## src/rtl/hsfc_pkg.sv

```systemverilog
package hsfc_pkg;
    typedef enum logic [1:0] {
        FC_OFF     = 2'b00,
        FC_RTSCTS  = 2'b01,
        FC_DTRDSR  = 2'b10,
        FC_OFF_ALT = 2'b11
    } fc_mode_e;
endpackage

```

## src/rtl/hsfc_sync.sv

```systemverilog
module hsfc_sync #(
    parameter int WIDTH  = 2,
    parameter int STAGES = 2
) (
    input  logic             clk,
    input  logic             rst_n,
    input  logic [WIDTH-1:0] async_in,
    output logic [WIDTH-1:0] sync_out
);
    typedef struct packed {
        logic [STAGES-1:0][WIDTH-1:0] stg;
    } sync_t;

    sync_t sync_d, sync_q;

    always_comb begin
        sync_d = sync_q;
        sync_d.stg[0] = async_in;
        for (int i = 1; i < STAGES; i++) begin
            sync_d.stg[i] = sync_q.stg[i-1];
        end
    end

    always_ff @(posedge clk or negedge rst_n) begin
        if (!rst_n) sync_q <= '1;
        else        sync_q <= sync_d;
    end

    assign sync_out = sync_q.stg[STAGES-1];
endmodule

```

## src/rtl/hsfc_level.sv

```systemverilog
module hsfc_level
    import hsfc_pkg::*;
#(
    parameter int CNT_W      = 10,
    parameter int DEFAULT_WM = 450
) (
    input  logic             clk,
    input  logic             rst_n,
    input  fc_mode_e         mode,
    input  logic [CNT_W-1:0] fifo_count,
    input  logic [CNT_W-1:0] watermark,
    input  logic             gpio_rts,
    input  logic             gpio_dtr,
    output logic             rts_n,
    output logic             dtr_n
);
    localparam logic [CNT_W-1:0] DEF_WM_V = CNT_W'(DEFAULT_WM);

    typedef struct packed {
        logic rts_n;
        logic dtr_n;
    } lvl_t;

    lvl_t             lvl_d, lvl_q;
    logic [CNT_W-1:0] eff_wm;
    logic             at_mark;

    always_comb begin
        eff_wm  = (watermark == '0) ? DEF_WM_V : watermark;
        at_mark = (fifo_count >= eff_wm);
        lvl_d.rts_n = gpio_rts;
        lvl_d.dtr_n = gpio_dtr;
        case (mode)
            FC_RTSCTS: lvl_d.rts_n = at_mark;
            FC_DTRDSR: lvl_d.dtr_n = at_mark;
            default:   ;
        endcase
    end

    always_ff @(posedge clk or negedge rst_n) begin
        if (!rst_n) lvl_q <= '1;
        else        lvl_q <= lvl_d;
    end

    assign rts_n = lvl_q.rts_n;
    assign dtr_n = lvl_q.dtr_n;

    p_mark_rts_r3: assert property (@(posedge clk) disable iff (!rst_n)
        ($past(rst_n) && $past(mode) == FC_RTSCTS)
        |-> (rts_n == ($past(fifo_count) >= $past(eff_wm))));

    p_mark_dtr_r6: assert property (@(posedge clk) disable iff (!rst_n)
        ($past(rst_n) && $past(mode) == FC_DTRDSR)
        |-> (dtr_n == ($past(fifo_count) >= $past(eff_wm))));

    p_gpio_follow_r7: assert property (@(posedge clk) disable iff (!rst_n)
        ($past(rst_n) && ($past(mode) == FC_OFF || $past(mode) == FC_OFF_ALT))
        |-> (rts_n == $past(gpio_rts) && dtr_n == $past(gpio_dtr)));

    p_reset_high_r1: assert property (@(posedge clk)
        !rst_n |=> (rts_n && dtr_n));
endmodule

```

## src/rtl/hsfc_gate.sv

```systemverilog
module hsfc_gate
    import hsfc_pkg::*;
(
    input  logic     clk,
    input  logic     rst_n,
    input  fc_mode_e mode,
    input  logic     cts_s_n,
    input  logic     dsr_s_n,
    input  logic     tx_start_req,
    output logic     tx_permit,
    output logic     tx_go
);
    always_comb begin
        case (mode)
            FC_RTSCTS: tx_permit = !cts_s_n;
            FC_DTRDSR: tx_permit = !dsr_s_n;
            default:   tx_permit = 1'b1;
        endcase
        tx_go = tx_start_req && tx_permit;
    end

    p_off_permit_r7: assert property (@(posedge clk) disable iff (!rst_n)
        (mode == FC_OFF || mode == FC_OFF_ALT) |-> (tx_go == tx_start_req));

    p_grant_r8: assert property (@(posedge clk) disable iff (!rst_n)
        tx_go |-> (tx_start_req && tx_permit));
endmodule

```

## src/rtl/hsfc_top.sv

```systemverilog
module hsfc_top
    import hsfc_pkg::*;
#(
    parameter int CNT_W       = 10,
    parameter int DEFAULT_WM  = 450,
    parameter int SYNC_STAGES = 2
) (
    input  logic             clk,
    input  logic             rst_n,
    input  logic [1:0]       mode,
    input  logic [CNT_W-1:0] fifo_count,
    input  logic [CNT_W-1:0] watermark,
    input  logic             gpio_rts,
    input  logic             gpio_dtr,
    input  logic             cts_n,
    input  logic             dsr_n,
    input  logic             tx_start_req,
    output logic             rts_n,
    output logic             dtr_n,
    output logic             tx_permit,
    output logic             tx_go
);
    localparam int HS_W = 2;

    fc_mode_e        mode_e;
    logic [HS_W-1:0] hs_sync;

    assign mode_e = fc_mode_e'(mode);

    hsfc_sync #(.WIDTH(HS_W), .STAGES(SYNC_STAGES)) u_sync (
        .clk      (clk),
        .rst_n    (rst_n),
        .async_in ({dsr_n, cts_n}),
        .sync_out (hs_sync)
    );

    hsfc_level #(.CNT_W(CNT_W), .DEFAULT_WM(DEFAULT_WM)) u_level (
        .clk        (clk),
        .rst_n      (rst_n),
        .mode       (mode_e),
        .fifo_count (fifo_count),
        .watermark  (watermark),
        .gpio_rts   (gpio_rts),
        .gpio_dtr   (gpio_dtr),
        .rts_n      (rts_n),
        .dtr_n      (dtr_n)
    );

    hsfc_gate u_gate (
        .clk          (clk),
        .rst_n        (rst_n),
        .mode         (mode_e),
        .cts_s_n      (hs_sync[0]),
        .dsr_s_n      (hs_sync[1]),
        .tx_start_req (tx_start_req),
        .tx_permit    (tx_permit),
        .tx_go        (tx_go)
    );

    generate
        if (SYNC_STAGES == 2) begin : g_sync_chk
            p_cts_latency_r5: assert property (@(posedge clk) disable iff (!rst_n)
                ($past(rst_n) && $past(rst_n, 2) && mode_e == FC_RTSCTS)
                |-> (tx_permit == !$past(cts_n, 2)));
            p_dsr_latency_r6: assert property (@(posedge clk) disable iff (!rst_n)
                ($past(rst_n) && $past(rst_n, 2) && mode_e == FC_DTRDSR)
                |-> (tx_permit == !$past(dsr_n, 2)));
        end
    endgenerate
endmodule

```

## config.mk

```make
export PLATFORM = sky130hd
export DESIGN_NAME = hsfc_top
export DESIGN_NICKNAME = d
export VERILOG_FILES = /design/src/rtl/hsfc_pkg.sv /design/src/rtl/hsfc_sync.sv /design/src/rtl/hsfc_level.sv /design/src/rtl/hsfc_gate.sv /design/src/rtl/hsfc_top.sv
export SDC_FILE = /design/constraint.sdc
export NUM_CORES = 1
export LEC_CHECK = 0
export ABC_AREA = 0
export ABC_CLOCK_PERIOD_IN_PS = 1700
export BUFFER_PORTS_ARGS = -buffer_cell sky130_fd_sc_hd__buf_4
export CAP_MARGIN = 5
export CORE_AREA = 2 2 39 41
export DETAILED_ROUTE_END_ITERATION = 7
export DIE_AREA = 0 0 41 43
export PLACE_DENSITY = 0.76
export SYNTH_ARGS = -nofsm -noshare
export SYNTH_HDL_FRONTEND = slang
export SYNTH_HIERARCHICAL = 1
export SYNTH_SLANG_ARGS = --single-unit
```

## constraint.sdc

```tcl
create_clock -name clk -period 1.7 [get_ports clk]
set_input_delay 0.17 -clock clk [delete_from_list [all_inputs] [get_ports clk]]
set_output_delay 0.17 -clock clk [all_outputs]
set_load 0.02 [all_outputs]
```

Word-level counts from Yosys, hierarchy flattened
Cells that the tools add are included.
{ "totals": {"regBits": 6, "out_inout_bits": 4, "wordCells": 15} }
{ "classes": {"magnitude_cmp": 1, "n_eq_ne": 2, "muxes": 4, "n_reduce_logical": 4} }
{ "op_table": {"columns": ["operator", "count"], "rows": [
  ["$ge 10x10->1", 1],
  ["$logic_not 10->1", 1],
  ["$mux 10", 1],
  ["$eq 2x1->1 const B", 1],
  ["$eq 2x2->1 const B", 1],
  ["$logic_not 1->1", 2],
  ["$mux 1", 2],
  ["$pmux 1 s2", 1],
  ["$logic_and 1x1->1", 1]
]} }

Longest topological paths before layout
{ "logic_depth": {"depth_word": 4, "mapped_depth": 8, "mapped_depth_nobuf": 8} }

Cells and area by module
Netlist, hierarchy kept.
{ "modules_own_cells": {"columns": ["module", "instances", "cells_each", "area_each_um2", "seq_area_each_um2"], "rows": [
  ["hsfc_level", 1, 46, 369.1, 52.6],
  ["hsfc_sync", 1, 4, 105.1, 105.1],
  ["hsfc_gate", 1, 8, 61.3, 0.0]
]} }

Least setup slack after synthesis
No wires, ideal clock.
{ "synth_timing": {"kind": "input port to flip-flop", "from": "input port watermark[6]", "to": "register u_level.lvl_q, in the netlist u_level/dtr_n", "setup_ns": 0.093, "t_arrival_ns": 1.970, "slack_ns": -0.362, "stages": 8, "n_path_buf": 0, "cell_sequence": "or4_4 nor4_4 nor2_1 ha_1 a211oi_1 nor2_1 a311oi_1 a31oi_1"} }
{ "synth_rtl": {"columns": ["item", "line", "rtl"], "rows": [
  ["from (decl)", "hsfc_top.sv:12", "input logic [CNT_W-1:0] watermark,"],
  ["to (signal assigned)", "hsfc_level.sv:42", "else lvl_q <= lvl_d;"],
  ["to (decl)", "hsfc_level.sv:24", "lvl_t lvl_d, lvl_q;"]
]} }

==> flow_metrics.py <==
metrics = {
    "detailed_routing": {
        "wl_per_cell_um": 11.0,
        "drtIter0Drc": 1,
        "drt_wl_total_um": 1250,
        "ant_nets": 0,
        "vias_per_cell": 4.73,
        "vias": 539,
        "first_pass_iters": 4,
        "drc": 0,
    },
    "power_and_ir_drop": {
        "peakVddDrop_mv": 0.193,
        "leakagePower_nw": 0.463,
        "p_sw_mw": 0.122,
        "pwr-share-comb": 0.372,
        "p_sw_frac": 0.265,
        "clockPowerShare": 0.276,
        "power_frac_seq": 0.352,
        "internal_power_mw": 0.338,
        "power.density_nw_per_um2": 520,
    },
    "grt": {
        "grt_pass1_wl_um": 2050,
        "grt_max_degree": 7,
        "track_usage": 0.170,
        "antenna_found_initial": 0,
        "grt.overflow.total": 0,
        "first_global_vias": 584,
    },
    "synth": {
        "yosys.area.top_type": "dfstp_2",
        "synth_top_area_share": 0.294,
        "synthesis.area_um2": 536,
        "ys_types": 20,
        "ys_seq_elements": 6,
        "synth_nets": 99,
        "syn_area_per_cell_um2": 9.23,
        "synthTopCellsByArea": "dfstp_2, ha_1, inv_1",
        "yosysWarningCount": 6,
        "syn_inst": 58,
        "ys_seq_area_frac": 0.294,
    },
    "sta": {
        "worst_pin_slew_ps": 286,
        "hold_violations": 0,
        "drv_slew": 0,
        "timing.final.ws_setup_ps": -237,
        "whs_ps": 38.3,
        "fmax_mhz": 516,
        "setup_violations": 2,
        "fin_crit_ps": 1940,
        "final.period_utilization": 1.14,
        "max-slew-margin-rel": 0.808,
        "finClkSkew_ps": 3.23,
        "rsz0062_at_grt": "true",
    },
    "worst_hold_path": {
        "hold_end": "u_sync/sync_d[3]",
        "hold_depth": 1,
        "worstHoldPathType": "in2reg",
        "hp-start": "dsr_n",
    },
    "clock_network": {
        "cts_tree": "done",
        "clkSlewWorstSetupHoldPaths_ps": 50,
        "clk_latency_ps": 240,
        "cts_root_buf": "clkbuf_4",
        "clockBufferDepth": 2,
        "htreeDepth": 1,
        "cts_buffers": 3,
        "clock_sinks": 6,
        "cts_setup_buffers": 0,
    },
    "setup_path": {
        "end_kind": "flop",
        "reg2reg_slack_ps": 1140,
        "crit_fanout": 4,
        "crit-reg2reg-launch": "u_sync/sync_d[2]",
        "cp_data_required_time_ps": 1850,
        "rr_endpoint": "u_sync/sync_out[0]",
        "worstSetupPathType": "in2reg",
        "crit_arrival_ps": 2090,
        "r2r_cells": 0,
        "start_kind": "primary input",
    },
    "placement": {
        "gp_congestion": 0.682,
        "io_buffers": 32,
        "dpl.hpwl_um": 1130,
        "dp_slack_ps": -582,
    },
    "floorplanning": {
        "io_pins": 33,
        "fp.dieH_um": 43,
        "initial_core_util": 0.387,
        "die_area_um2": 1760,
        "core.rowCount": 14,
        "die_w_um": 41,
        "core_area_um2": 1380,
    },
    "cells_and_area": {
        "area.growth.synth_to_final_pct": 65.2,
        "nets": 141,
        "fillers": 123,
        "num_antenna_cells": 0,
        "drive_gt1_frac": 0.531,
    },
    "run_status": {
        "status": "finished with violations",
        "violations": "setup timing",
    },
    "flow_run": {
        "maxCapViolCount": 0,
    },
}
-- metal layers --
metal	part of all wire	vias up	track usage	routed length (µm)
li1	-	282	-	-
met1	0.38	233	0.167	477
met2	0.55	24	0.319	690
met3	0.067	0	0	84
met4	0	0	0.100	0
met5	0	-	0	0
-- sequential cells by signal, indices dropped and copies added, names as in the netlist --
name and count:
u_level/dtr_n 1, u_level/rts_n 1, u_sync/sync_d 2, u_sync/sync_out 2
-- cells by family (layout without fill, tap and decap cells) --
kind of cell | after synthesis | count (layout) | synth area share
flip-flops | 6 | 6 | 0.294
buffers and inverters | 9 | 49 | 0.0631
AO/OA/AOI/OAI | 10 | 10 | 0.124
AND/OR/NAND/NOR | 21 | 21 | 0.238
adder cells (fa/ha/maj) | 12 | 12 | 0.280
-- cells in the final DEF, fill, tap and decap left out, types with 2 or more instances in the layout --
| cell type | instances |
|---|---|
| a31oi_1 | 2 |
| nor2b_1 | 4 |
| nor2_1 | 8 |
| dfstp_2 | 6 |
| clkbuf_4 | 3 |
| ha_1 | 12 |
| nand2_1 | 3 |
| buf_4 | 35 |
| or4_4 | 2 |
| inv_1 | 8 |
| buf_6 | 2 |
| a21oi_1 | 2 |
| o21ai_0 | 2 |
-- metrics by stage --
stage	utilization	TNS, ps	total power [mW]	cell area, µm²	cells
2_1_floorplan	-	-600	0.235	541	58
3_3_place_gp	0.603	-989	0.322	835	110
3_5_place_dp	0.603	-1150	0.329	835	110
4_1_cts	0.639	-450	0.468	885	114
5_1_grt	0.639	-593	0.496	885	114
6_report	0.639	-467	0.460	885	114
-- critical path, stage by stage --
cell,delay [ps]
buf_6,90
or4_4,530
nor4_4,300
nor2_1,80
ha_1,310
a211oi_2,180
nor2_1,80
a311oi_2,220
a31oi_1,120
-- cells in the mapped netlist, drive strengths merged --
cell and instances:
inv 8, nand2b 1, o31a 1, or3 1
a311oi 1, a21oi 2, nor2 8, a21o 1
dfstp 6, a211oi 1, a31oi 2, nor2b 4
or4 2, ha 12, nand2 3, nor4 1
o21ai 2, and4 1, clkbuf 1
-- area by class of cell --
| type | count | area [µm²] | area share |
|---|---|---|---|
| Clock buffer | 3 | 22.5 | 0.0255 |
| Inverter | 8 | 30.0 | 0.0339 |
| Multi-Input combinational cell | 43 | 359 | 0.406 |
| Sequential cell | 6 | 158 | 0.178 |
| Tap cell | 16 | 20.0 | 0.0226 |
| Timing Repair Buffer | 38 | 295 | 0.334 |
-- power by group through the flow --
| stage | sequential [mW] | clock (mW) | combinational, mW |
|---|---|---|---|
| 5_1_grt | 0.163 | 0.141 | 0.192 |
| 4_1_cts | 0.162 | 0.133 | 0.173 |
| 6_report | 0.162 | 0.127 | 0.171 |
| 2_1_floorplan | 0.170 | 0 | 0.0656 |
| 3_5_place_dp | 0.164 | 0 | 0.165 |
| 3_3_place_gp | 0.163 | 0 | 0.159 |
-- worst max-delay path by stage --
stage	from	cells past startpoint	end	slack [ps]
2_1_floorplan	watermark[6]	8	u_level/dtr_n	-300
3_3_place_gp	watermark[6]	9	u_level/dtr_n	-500
3_5_place_dp	watermark[6]	9	u_level/rts_n	-580
4_1_cts	watermark[6]	9	u_level/rts_n	-230
5_1_grt	watermark[6]	9	u_level/rts_n	-310
6_report	watermark[6]	9	u_level/rts_n	-240
-- what timing repair did --
action | 4_1_cts | 5_1_grt
pin swaps | 1 | 0
hold buffers | 1 | 0
hold endpoints to repair | 6 | 0
gates resized for setup | 4 | 0
setup endpoints to repair | 2 | 2
Note: power is estimated with default switching activity, not from simulation.
